<file path="src/rtl/subband_sel_pkg.sv">
package subband_sel_pkg;
  localparam int unsigned DEF_BANDS  = 5;
  localparam int unsigned DEF_FREQ_W = 16;
  localparam int unsigned DEF_SAMP_W = 12;

  // index width able to hold 0..n-1, at least one bit
  function automatic int unsigned idx_width(input int unsigned n);
    return (n > 1) ? $clog2(n) : 1;
  endfunction
endpackage

</file>
<file path="src/rtl/subband_freq_sum.sv">
module subband_freq_sum #(
  parameter int unsigned FREQ_W = 16,
  parameter int unsigned EW     = 21
) (
  input  logic [FREQ_W-1:0]    nominal_freq,
  input  logic [FREQ_W-1:0]    loop_corr,
  output logic signed [EW-1:0] est
);
  localparam int unsigned PAD = EW - FREQ_W;

  function automatic logic signed [EW-1:0] widen_sum(
    input logic [FREQ_W-1:0] nom, input logic [FREQ_W-1:0] corr);
    logic signed [EW-1:0] a, b;
    a = $signed({{PAD{1'b0}}, nom});
    b = $signed({{PAD{corr[FREQ_W-1]}}, corr});
    return a + b;
  endfunction

  assign est = widen_sum(nominal_freq, loop_corr);
endmodule

</file>
<file path="src/rtl/subband_edge_cmp.sv">
module subband_edge_cmp #(
  parameter int unsigned NUM_BANDS = 5,
  parameter int unsigned FREQ_W    = 16,
  parameter int unsigned IDX_W     = 3,
  parameter int unsigned EW        = 21
) (
  input  logic signed [EW-1:0] est,
  input  logic [FREQ_W-1:0]    band_lo,
  input  logic [FREQ_W-1:0]    band_step,
  output logic [NUM_BANDS-2:0] above,
  output logic [IDX_W-1:0]     idx
);
  localparam int unsigned NUM_EDGES = NUM_BANDS - 1;
  localparam int unsigned PAD       = EW - FREQ_W;

  // upper edge of band k-1, i.e. lower edge of band k
  function automatic logic signed [EW-1:0] band_edge(
    input logic [FREQ_W-1:0] lo, input logic [FREQ_W-1:0] step, input int unsigned k);
    logic signed [EW-1:0] l, s;
    l = $signed({{PAD{1'b0}}, lo});
    s = $signed({{PAD{1'b0}}, step});
    return l + EW'(k) * s;
  endfunction

  function automatic logic [IDX_W-1:0] count_set(input logic [NUM_EDGES-1:0] v);
    logic [IDX_W-1:0] c;
    c = '0;
    for (int i = 0; i < int'(NUM_EDGES); i++) c = c + IDX_W'(v[i]);
    return c;
  endfunction

  for (genvar k = 1; k < NUM_BANDS; k++) begin : g_edge
    logic signed [EW-1:0] edge_v;
    assign edge_v     = band_edge(band_lo, band_step, k);
    assign above[k-1] = (est >= edge_v);
  end

  assign idx = count_set(above);
endmodule

</file>
<file path="src/rtl/subband_select_reg.sv">
module subband_select_reg #(
  parameter int unsigned NUM_BANDS = 5,
  parameter int unsigned SAMP_W    = 12,
  parameter int unsigned IDX_W     = 3
) (
  input  logic                        clk,
  input  logic                        rst_n,
  input  logic                        smp_strobe,
  input  logic [IDX_W-1:0]            next_idx,
  input  logic [NUM_BANDS*SAMP_W-1:0] band_samples,
  output logic [IDX_W-1:0]            sel_band,
  output logic [SAMP_W-1:0]           sel_sample,
  output logic                        sel_valid,
  output logic                        band_switch
);
  logic [SAMP_W-1:0] lane [NUM_BANDS];
  logic [SAMP_W-1:0] picked;
  logic              idx_change;

  for (genvar k = 0; k < NUM_BANDS; k++) begin : g_lane
    assign lane[k] = band_samples[k*SAMP_W +: SAMP_W];
  end

  always_comb begin
    picked = '0;
    for (int k = 0; k < int'(NUM_BANDS); k++)
      if (next_idx == IDX_W'(k)) picked = lane[k];
  end

  assign idx_change = (next_idx != sel_band);

  always_ff @(posedge clk) begin
    if (!rst_n) begin
      sel_band    <= '0;
      sel_sample  <= '0;
      sel_valid   <= 1'b0;
      band_switch <= 1'b0;
    end else begin
      sel_valid   <= smp_strobe;
      band_switch <= smp_strobe && idx_change;
      if (smp_strobe) begin
        sel_band   <= next_idx;
        sel_sample <= picked;
      end
    end
  end

  // index only moves after a strobe
  p_idx_hold_r5: assert property (@(posedge clk) disable iff (!rst_n)
    !smp_strobe |=> $stable(sel_band));
  // valid follows the strobe by one cycle
  p_valid_follow_r6: assert property (@(posedge clk) disable iff (!rst_n)
    smp_strobe |=> sel_valid);
  p_valid_quiet_r6: assert property (@(posedge clk) disable iff (!rst_n)
    !smp_strobe |=> !sel_valid);
  // pulse marks exactly an index change
  p_switch_change_r7: assert property (@(posedge clk) disable iff (!rst_n)
    sel_valid |-> (band_switch == (sel_band != $past(sel_band))));
  p_switch_valid_r7: assert property (@(posedge clk) disable iff (!rst_n)
    band_switch |-> sel_valid);
  // index stays in range
  p_idx_range_r4: assert property (@(posedge clk) disable iff (!rst_n)
    sel_band <= IDX_W'(NUM_BANDS - 1));
endmodule

</file>
<file path="src/rtl/subband_sel.sv">
module subband_sel
  import subband_sel_pkg::*;
#(
  parameter int unsigned NUM_BANDS = DEF_BANDS,
  parameter int unsigned FREQ_W    = DEF_FREQ_W,
  parameter int unsigned SAMP_W    = DEF_SAMP_W,
  parameter int unsigned IDX_W     = idx_width(NUM_BANDS)
) (
  input  logic                        clk,
  input  logic                        rst_n,
  input  logic [FREQ_W-1:0]           nominal_freq,
  input  logic [FREQ_W-1:0]           loop_corr,
  input  logic [FREQ_W-1:0]           band_lo,
  input  logic [FREQ_W-1:0]           band_step,
  input  logic [NUM_BANDS*SAMP_W-1:0] band_samples,
  input  logic                        smp_strobe,
  output logic [IDX_W-1:0]            sel_band,
  output logic [SAMP_W-1:0]           sel_sample,
  output logic                        sel_valid,
  output logic                        band_switch
);
  localparam int unsigned EW        = FREQ_W + IDX_W + 2;
  localparam int unsigned NUM_EDGES = NUM_BANDS - 1;

  logic signed [EW-1:0]  est;
  logic [NUM_EDGES-1:0]  above;
  logic [IDX_W-1:0]      next_idx;
  logic signed [EW-1:0]  lo_ext;

  assign lo_ext = $signed({{(EW-FREQ_W){1'b0}}, band_lo});

  subband_freq_sum #(.FREQ_W(FREQ_W), .EW(EW)) u_sum (
    .nominal_freq (nominal_freq),
    .loop_corr    (loop_corr),
    .est          (est)
  );

  subband_edge_cmp #(.NUM_BANDS(NUM_BANDS), .FREQ_W(FREQ_W), .IDX_W(IDX_W), .EW(EW)) u_cmp (
    .est       (est),
    .band_lo   (band_lo),
    .band_step (band_step),
    .above     (above),
    .idx       (next_idx)
  );

  subband_select_reg #(.NUM_BANDS(NUM_BANDS), .SAMP_W(SAMP_W), .IDX_W(IDX_W)) u_reg (
    .clk          (clk),
    .rst_n        (rst_n),
    .smp_strobe   (smp_strobe),
    .next_idx     (next_idx),
    .band_samples (band_samples),
    .sel_band     (sel_band),
    .sel_sample   (sel_sample),
    .sel_valid    (sel_valid),
    .band_switch  (band_switch)
  );

  // edge comparators form a thermometer (low bits set first)
  p_thermo_r2: assert property (@(posedge clk) disable iff (!rst_n)
    ((above + NUM_EDGES'(1)) & above) == '0);
  // estimate below the bank selects band 0
  p_clamp_low_r3: assert property (@(posedge clk) disable iff (!rst_n)
    (smp_strobe && (est < lo_ext)) |=> (sel_band == '0));
endmodule

</file>
<file path="config.mk">
export PLATFORM = sky130hd
export DESIGN_NAME = subband_sel
export DESIGN_NICKNAME = d
export VERILOG_FILES = /design/src/rtl/subband_sel_pkg.sv /design/src/rtl/subband_freq_sum.sv /design/src/rtl/subband_edge_cmp.sv /design/src/rtl/subband_select_reg.sv /design/src/rtl/subband_sel.sv
export SDC_FILE = /design/constraint.sdc
export NUM_CORES = 1
export LEC_CHECK = 0
export CAP_MARGIN = 30
export CORE_MARGIN = 2
export CORE_UTILIZATION = 40
export CTS_BUF_LIST = sky130_fd_sc_hd__clkbuf_2
export DETAILED_ROUTE_END_ITERATION = 10
export PLACE_DENSITY = 0.66
export SETUP_SLACK_MARGIN = 0.4
export SYNTH_ARGS = -nofsm -noshare
export SYNTH_HDL_FRONTEND = slang
export SYNTH_SLANG_ARGS = --single-unit
</file>
<file path="constraint.sdc">
create_clock -name clk -period 9.2 [get_ports clk]
set_input_delay 0.92 -clock clk [delete_from_list [all_inputs] [get_ports clk]]
set_output_delay 0.92 -clock clk [all_outputs]
set_load 0.05 [all_outputs]
</file>
=== Word-level counts from Yosys, hierarchy flattened ===
Cells that the tools add are included.
Widths: inputs -> output; s select.

* Register bits after elaboration: 17
* Input bits: 127
* Output and inout bits: 17
* Logic and storage cells: 29

* $add $sub $neg: 8
* $mul: 1
* Order comparisons: 4
* Equal/unequal tests: 5
* Multiplexer cells: 5
* Reduce and logical (&&, ||, !) cells: 2

{| class="wikitable"
|+ Operators with widths
! kind !! count
|-
| $mux 12 || 5
|-
| $ge 18x20->1 || 2
|-
| $add 16x18->19 || 2
|-
| $ge 18x19->1 || 1
|-
| $add 16x17->18 || 1
|-
| $add 17x16->18 || 1
|-
| $ge 18x18->1 || 1
|-
| $mul 2x16->18 const A || 1
|-
| $add 16x16->17 || 1
|-
| $add 3x1->3 || 2
|-
| $eq 3x2->1 const B || 2
|-
| $eq 3x1->1 const B || 1
|-
| $eq 3x3->1 const B || 1
|-
| $logic_not 3->1 || 1
|-
| $ne 3x3->1 || 1
|-
| $add 1x1->2 || 1
|-
| $logic_and 1x1->1 || 1
|}

=== Depth between registers and ports, before layout ===
Gate-level depths: netlist of run 1.

* Depth after elaboration: 11
* Mapped depth: 29
* Depth with buffers taken out: 27

=== Modules after synthesis ===
A second synthesis of run 1 with hierarchy kept.

* Cell total of the unflattened synthesis: 873
* Area total of the unflattened synthesis: 6990.5 um^2

{| class="wikitable"
|+ By module, submodules not included
! module !! times used !! cells an instance !! area an instance (um^2) !! seq. area each (um^2)
|-
| subband_edge_cmp || 1 || 609 || 4869.7 || 0.0
|-
| subband_select_reg || 1 || 130 || 1159.9 || 340.3
|-
| subband_freq_sum || 1 || 134 || 960.9 || 0.0
|}

=== Worst setup path after synthesis of run 1 ===
Ideal clock, no wire load.

* Path kind: input-to-reg
* Start: in nominal_freq[0]
* End: reg u_reg.sel_sample[0]
* Library setup time: 0.116 ns
* Arrival: 6.584 ns
* Required time: 9.084 ns
* Slack: 2.499 ns
* Stages: 29
* Path buffers: 2
* Path through: ha_1 > fa_1 > a21o_1 > a211oi_1 > nor2b_1 > o21ai_0 > nand2b_1 > a21oi_1 > xnor2_1 > ha_1 > or4_1 > a21oi_1 > o21ai_0 > a221o_1 > o21ai_0 > a21oi_1 > o221a_2 > ha_1 > inv_1 > fa_1 > inv_1 > ha_1 > clkbuf_1 > buf_2 > mux4_2 > nor2b_1 > a21oi_1 > nand2_1 > o211a_1

* Word-level cells in the longest chain between the ends: 11
* Elaborated cells between the ends (all ways): 18
* Classes of those cells: 4 x add/sub; 4 x order compare; 4 x eq/ne; 5 x mux; 1 x reduce/logical

{| class="wikitable"
|+ Ends and longest elaborated chain
! element !! line !! RTL
|-
| start, declared || subband_sel.sv:11 || <nowiki>input logic [FREQ_W-1:0] nominal_freq,</nowiki>
|-
| $add 17x16->18 (*) || subband_freq_sum.sv:16 || <nowiki>return a + b;</nowiki>
|-
| $ge 18x19->1 or $ge 18x18->1 (tied branches) || subband_edge_cmp.sv:35 || <nowiki>assign above[k-1] = (est >= edge_v);</nowiki>
|-
| $add 1x1->2 || subband_edge_cmp.sv:28 || <nowiki>for (int i = 0; i < int'(NUM_EDGES); i++) c = c + IDX_W'(v[i]);</nowiki>
|-
| $add 3x1->3 || subband_edge_cmp.sv:28 ||
|-
| $add 3x1->3 (*) || subband_edge_cmp.sv:28 ||
|-
| via next_idx[1] || subband_sel.sv:27 || <nowiki>logic [IDX_W-1:0] next_idx;</nowiki>
|-
| $logic_not 3->1 || subband_select_reg.sv:27 || <nowiki>if (next_idx == IDX_W'(k)) picked = lane[k];</nowiki>
|-
| $mux 12 (4 in a row) || subband_select_reg.sv:27 ||
|-
| $mux 12 (*) || subband_select_reg.sv:27 ||
|-
| end signal, assigned || subband_select_reg.sv:43 || <nowiki>sel_sample <= picked;</nowiki>
|-
| end, declared || subband_select_reg.sv:12 || <nowiki>output logic [SAMP_W-1:0] sel_sample,</nowiki>
|}

Mark *: on every way through the listed nets, which the timed path passes. The rest lies on a longest branch.
A chain may end at the register's enable or synchronous reset.

=== Final worst setup path of run 1 ===
* Start: in band_step[1]
* End: reg u_reg.sel_sample[3]

* Word-level cells in the longest chain between the ends: 11
* Elaborated cells between the ends (all ways): 22
* Classes of those cells: 7 x add/sub; 1 x mul; 4 x order compare; 4 x eq/ne; 5 x mux; 1 x reduce/logical

{| class="wikitable"
|+ Ends and longest elaborated chain
! element !! line !! RTL
|-
| start, declared || subband_sel.sv:14 || <nowiki>input logic [FREQ_W-1:0] band_step,</nowiki>
|-
| $mul 2x16->18, or another cell as far along || subband_edge_cmp.sv:22 || <nowiki>return l + EW'(k) * s;</nowiki>
|-
| $add 16x18->19, or another cell as far along || subband_edge_cmp.sv:22 ||
|-
| $ge 18x20->1 or $add 1x1->2 (tied branches) || subband_edge_cmp.sv:35, subband_edge_cmp.sv:28 ||
|-
| $add 3x1->3 || subband_edge_cmp.sv:28 ||
|-
| $add 3x1->3 (*) || subband_edge_cmp.sv:28 ||
|-
| via next_idx[1] || subband_sel.sv:27 ||
|-
| $logic_not 3->1 || subband_select_reg.sv:27 ||
|-
| $mux 12 (4 in a row) || subband_select_reg.sv:27 ||
|-
| $mux 12 (*) || subband_select_reg.sv:27 ||
|}

Marks and branches as above.

==> reports/metrics.yaml, run 1 <==
critical_path:
  crit_path_frequent_cell: "o21ai_0"
  critPathKind: "in2reg"
  critPathMaxStageDelay_ps: 820
  worstPathRequired_ps: 9430
  critPathLaunchType: "input port"
  endpoint_kind: "flop"
  cp_max_fo: 15
  arrival_ps: 7640
  critPathSlowestCell: "ha_1"
synthesis:
  syn_nets: 1038
  synth_top_area_share_pct: 30.1
  synth.distinct_cells: 64
  postSynthAreaPerCell_sq_um: 8.37
  yosysSeqAreaShare_pct: 5.49
  synth_edf_count: 0
  synth_top_cell_by_area: "ha_1"
  ys.flop_type: "dfxtp_1"
  syn_area_sq_um: 6200
  ys_warn_count: 0
  ys_ff_latch: 17
  netlist_instances: 741
  async_flop_share_pct: 0
  yosys-top-cells-area: "ha_1 (30%), fa_1 (6.8%), a21oi_1 (6.0%)"
die:
  fp-row-count: 45
  die-height_microns: 129
  pin_count: 144
  die_w_microns: 129
  die_area_sq_um: 16500
  core-area_sq_um: 15200
  start_util_pct: 40.8
power_and_ir_drop:
  power_density_nw_per_um2: 136
  ir_drop_mv: 0.0486
  p_leak_nw: 3.57
clock_network:
  cts_buffers: 3
  htreeDepth: 1
  clk_pin_slew_ps: 180
  root_buffer: "clkbuf_2"
  insertion_delay_ps: 310
  cts_tree: "yes"
  cts_max_path_buffers: 2
  postCtsResizedCells: 0
  postCtsSetupRepairBufs: 0
  ctsHoldBuffers: 0
  cts_sinks: 17
cells_and_area:
  drive_gt1_share_pct: 3.63
  ff_latch_area_sq_um: 340
  diodes: 0
  postLayoutCellArea_sq_um: 7900
  instances_no_fill: 1070
  utilization_pct: 52.0
  fill_cells: 1468
  layout.nets: 1180
  multi_input_area_sq_um: 5720
  area_delta_synth_final_pct: 27.3
placed_design:
  dp_hpwl_microns: 14900
  dp_cells: 1066
  gp_congestion: 0.864
  placed_area_sq_um: 7880
  io_buffers: 143
  dpl_worst_slack_ps: 1350
timing:
  slew_viol_final: 0
  fmax_mhz: 135
  clock_skew_ps: 4.87
  finalSetupViolCount: 0
  period_share_pct: 80.6
  worst_slew_pin_slew_ps: 899
  hold_viol: 0
  setup_ws_ps: 1790
  finalCriticalPeriod_ps: 7410
  rsz0062_at_grt: "false"
  slew_headroom_pct: 39.9
  fin_setup_tns_ps: 0
run_status:
  status: "completed"
grt:
  antenna_found_initial: 0
  grt_pass1_vias: 5533
  grt_pass1_wl_microns: 27600
  grtUsageTotal_pct: 20.5
  grt_max_degree: 22
  gr-total-overflow: 0
run:
  drv_cap: 0
drt:
  drc: 0
  drt_iter0_markers: 269
  ant_nets: 0
  vias: 5885
  routedWlPerCell_microns: 16.1
  dr.pass1.iters: 4
  via_per_inst: 5.50
  drt_wl_total_microns: 17200
worst_hold_path:
  min_path_type: "reg2reg"
==> Yosys cell counts (all sizes together), types with 15 or more instances <==
cell	number
a21o	19
a21oi	75
dfxtp	17
fa	21
ha	149
inv	30
nand2	53
nand2b	17
nand3	15
nor2	48
nor2b	24
nor3	19
o21a	19
o21ai	39
xnor2	33
xor2	35
==> layout make-up <==
class                   count  share of cell area [%]
flip-flops and latches     17                    4.31
clock buffers               4                   0.253
inverters                  30                    1.43
well taps                 188                    2.98
multi-input cells         685                    72.4
repair buffers            146                    18.7
==> critical path, delay by kind of cell <==
family                     cells  cell delay (ps)
adders and majority gates      6             2410
AOI/OAI and AO/OA             12             2270
buffers and inverters          3              740
muxes                          1              580
and+or+nand+nor                4              500
xor gates and xnor gates       1              240
==> cells in the final DEF (no fill, tap or decap), types with 5 or more instances in the layout <==
master and n:
ha_1 149, clkdlybuf4s50_1 143, a21oi_1 74, nand2_1 53
nor2_1 48, o21ai_0 36, xor2_1 35, xnor2_1 33
inv_1 30, nor2b_1 24, fa_1 21, a21o_1 19
nor3_1 19, o21a_1 18, nand2b_1 17, dfxtp_1 17
nand3_1 14, o211a_1 13, mux4_2 12, a31oi_1 7
o21bai_1 7, a211oi_1 6, a2111oi_0 6, and3_1 5
o31a_1 5
==> flip-flops by register name, indices dropped and copies added, names as in the netlist <==
register,flops
u_reg.band_switch,1
u_reg.sel_sample,12
u_reg.sel_valid,1
u_reg.sel_band,3
==> per-layer routing <==
metal / global-route usage (%) / share of wire [%] / up-vias
li1: - / - / 3060
met1: 31.1 / 51 / 2695
met2: 32.9 / 44 / 120
met3: 2.16 / 4.6 / 10
met4: 1.60 / 0.52 / 0
met5: 0 / 0 / -
==> cell families (layout without fill, tap and decap cells) <==
logic type	Yosys count	count (layout)	synth area share [%]
adders and majority gates	170	170	36.8
buffers and inverters	39	180	2.38
AOI/OAI and AO/OA	222	222	23.7
DFF	17	17	5.49
muxes	15	15	4.84
and+or+nand+nor	210	210	17.2
xor gates and xnor gates	68	68	9.60
==> path summary, 6_finish.rpt <==
check	end	from	slack (ps)	cells after the start
hold / removal	u_reg.sel_sample[11]	u_reg.sel_sample[11]	500	1
setup reg to reg	u_reg.band_switch	u_reg.sel_band[1]	8270	2
hold reg to reg	u_reg.sel_sample[11]	u_reg.sel_sample[11]	500	1
setup / recovery	u_reg.sel_sample[3]	band_step[1]	1790	27
==> stage by stage <==
| stage | power, mW | hold WS [ps] |
|---|---|---|
| CTS | 1.08 | 505 |
| global route | 1.20 | 519 |
| detailed placement | 1.04 | 468 |
| finish | 1.08 | 502 |
| floorplan | 0.778 | 765 |
| global placement | 1.03 | 461 |
==> where the power goes <==
part / internal (mW) / switching (mW)
Clock: 0.0115 / 0.0260
Combinational: 0.445 / 0.498
Sequential: 0.0881 / 0.00735
Total: 0.544 / 0.531
Power figures use the tool's default switching activity.
==> run 2: changes to the inputs <==
PLACE_DENSITY = 0.69   (was 0.66)
clock period = 6.4 ns   (was 9.2 ns; I/O delays follow)
==> run 2 against run 1 <==
Sequential cell count unchanged. Final cell count up 9.4%. Register-to-register slack worse by 2800 ps.
==> reports/metrics.yaml, run 2 (synthesis results as in run 1) <==
cells_and_area:
  instances_no_fill: 1171
  fill_cells: 1364
  reg.largest.list: "u_reg.sel_sample (12), u_reg.sel_band (3)"
  largest-register: "u_reg.sel_sample"
  drive_gt1_share_pct: 19.7
  diodes: 0
  largest_reg_flops: 12
  layout_commonest_cell: "ha_1"
  layout.nets: 1281
  final_cell_mix: "ha_1 (141), clkdlybuf4s50_1 (121), buf_4 (98)"
  ff_latch_area_sq_um: 340
  area_delta_synth_final_pct: 44.6
  multi_input_area_sq_um: 5960
critical_path:
  rr_endpoint: "u_reg.band_switch"
  crit_buf_inv: 8
  critPathMaxStageDelay_ps: 480
  critPathSlowestCell: "mux4_2"
  ff2ff_setup_slack_ps: 5500
  worstPathRequired_ps: 6600
  cp_max_fo: 8
  arrival_ps: 6010
  crit_path_frequent_cell: "buf_4"
  critPathLaunchType: "input port"
  critical_path.top_delay_family: "compound AO/OA/AOI/OAI gates"
  endpoint_kind: "flop"
  critPathKind: "in2reg"
  r2r_cells: 2
  r2r_start: "u_reg.sel_band[1]"
drt:
  vias: 6425
  highest_layer: "met4"
  met2WireLength_microns: 8930
  dr.pass1.iters: 5
  drt_iter0_markers: 278
  ant_nets: 0
  wl_met3_microns: 759
  drc: 0
  wl_met1_microns: 8700
  routedWlPerCell_microns: 15.7
  drt_wl_total_microns: 18400
  via_per_inst: 5.49
grt:
  gr-total-overflow: 0
  grt_max_degree: 30
  grt_pass1_vias: 6243
  antenna_found_initial: 0
  grtUsageTotal_pct: 21.4
  grt_pass1_wl_microns: 29200
timing:
  fmax_mhz: 172
  period_share_pct: 90.8
  setup_ws_ps: 590
  finalSetupViolCount: 0
  clock_skew_ps: 11.0
  slew_headroom_pct: 58.1
  hold_viol: 0
  fin_setup_tns_ps: 0
  finalCriticalPeriod_ps: 5810
  hold_slack_ps: 501
  slew_viol_final: 0
  rsz0062_at_grt: "true"
  worst_slew_pin_slew_ps: 627
clock_network:
  cts_sinks: 17
  clk_pin_slew_ps: 160
  root_buffer: "clkbuf_2"
  insertion_delay_ps: 290
  ctsHoldBuffers: 0
  htreeDepth: 1
  cts_buffers: 3
  cts_tree: "yes"
  cts_max_path_buffers: 2
die:
  start_util_pct: 40.8
  die_w_microns: 129
  core-area_sq_um: 15200
  pin_count: 144
  die-height_microns: 129
  die_area_sq_um: 16500
  fp-row-count: 45
power_and_ir_drop:
  ir_drop_mv: 0.103
  p_leak_nw: 4.24
  power.total_mw: 1.80
  power_density_nw_per_um2: 201
worst_hold_path:
  whs_path_depth: 1
  hold-path-endpoint: "u_reg.sel_sample[7]"
  min_path_type: "reg2reg"
  hold_path_startpoint: "u_reg.sel_sample[7]"
placed_design:
  dp_hpwl_microns: 15600
  dp_cells: 1155
  dpl_worst_slack_ps: -512
  io_buffers: 143
  gp_congestion: 0.896
run_status:
  status: "completed"
run:
  drv_cap: 0
-- run 2: metal layers --
layer	up-vias	global-route usage (%)
li1	3262	-
met1	3042	29.8
met2	119	38.1
met3	2	1.91
met4	0	0.767
met5	-	0
-- run 2: how the worst max path moves through the flow --
stage,startpoint,endpoint,slack [ps],cells after the start
after floorplan,nominal_freq[0],u_reg.sel_sample[0],400,29
after global placement,band_step[0],u_reg.sel_sample[1],-390,29
after detailed placement,band_step[0],u_reg.sel_sample[5],-510,29
after CTS,band_lo[1],u_reg.sel_sample[1],410,29
after global routing,band_lo[6],u_reg.sel_sample[3],310,26
final,band_lo[0],u_reg.sel_sample[3],590,32
-- run 2: power by group --
part | switching, mW | internal, mW | total [mW] | leakage (nW)
combinational | 0.795 | 0.821 | 1.62 | 4.09
clock | 0.0341 | 0.0166 | 0.0507 | 0.0166
sequential | 0.0112 | 0.127 | 0.138 | 0.141
total | 0.840 | 0.964 | 1.80 | 4.24
-- run 2: final cells by class --
type | instances | area share [%]
Inverter | 30 | 1.26
Tap cell | 188 | 2.62
Sequential cell | 17 | 3.79
Clock buffer | 4 | 0.223
Timing Repair Buffer | 247 | 25.6
Multi-Input combinational cell | 685 | 66.5
-- run 2: what timing repair did --
| action | in CTS | in global routing |
|---|---|---|
| hold endpoints to repair | 0 | 0 |
| buffers inserted | 5 | 5 |
| pin swaps | 28 | 41 |
| resized for setup | 41 | 68 |
| endpoints found under the setup margin | 13 | 12 |
| cloned | 1 | 0 |
-- run 2: stage by stage --
step                      util, %  cell area [sq um]
after floorplan                 -               6230
after global placement       56.3               8560
after detailed placement     56.3               8560
after CTS                    57.5               8740
after global routing         59.0               8970
final                        59.0               8970
-- run 2: worst reg2reg max path, delay by kind of cell, from the launching register on --
family	cells	cell delay, ps
flops	1	370
xor+xnor	1	160
compound gates	1	290
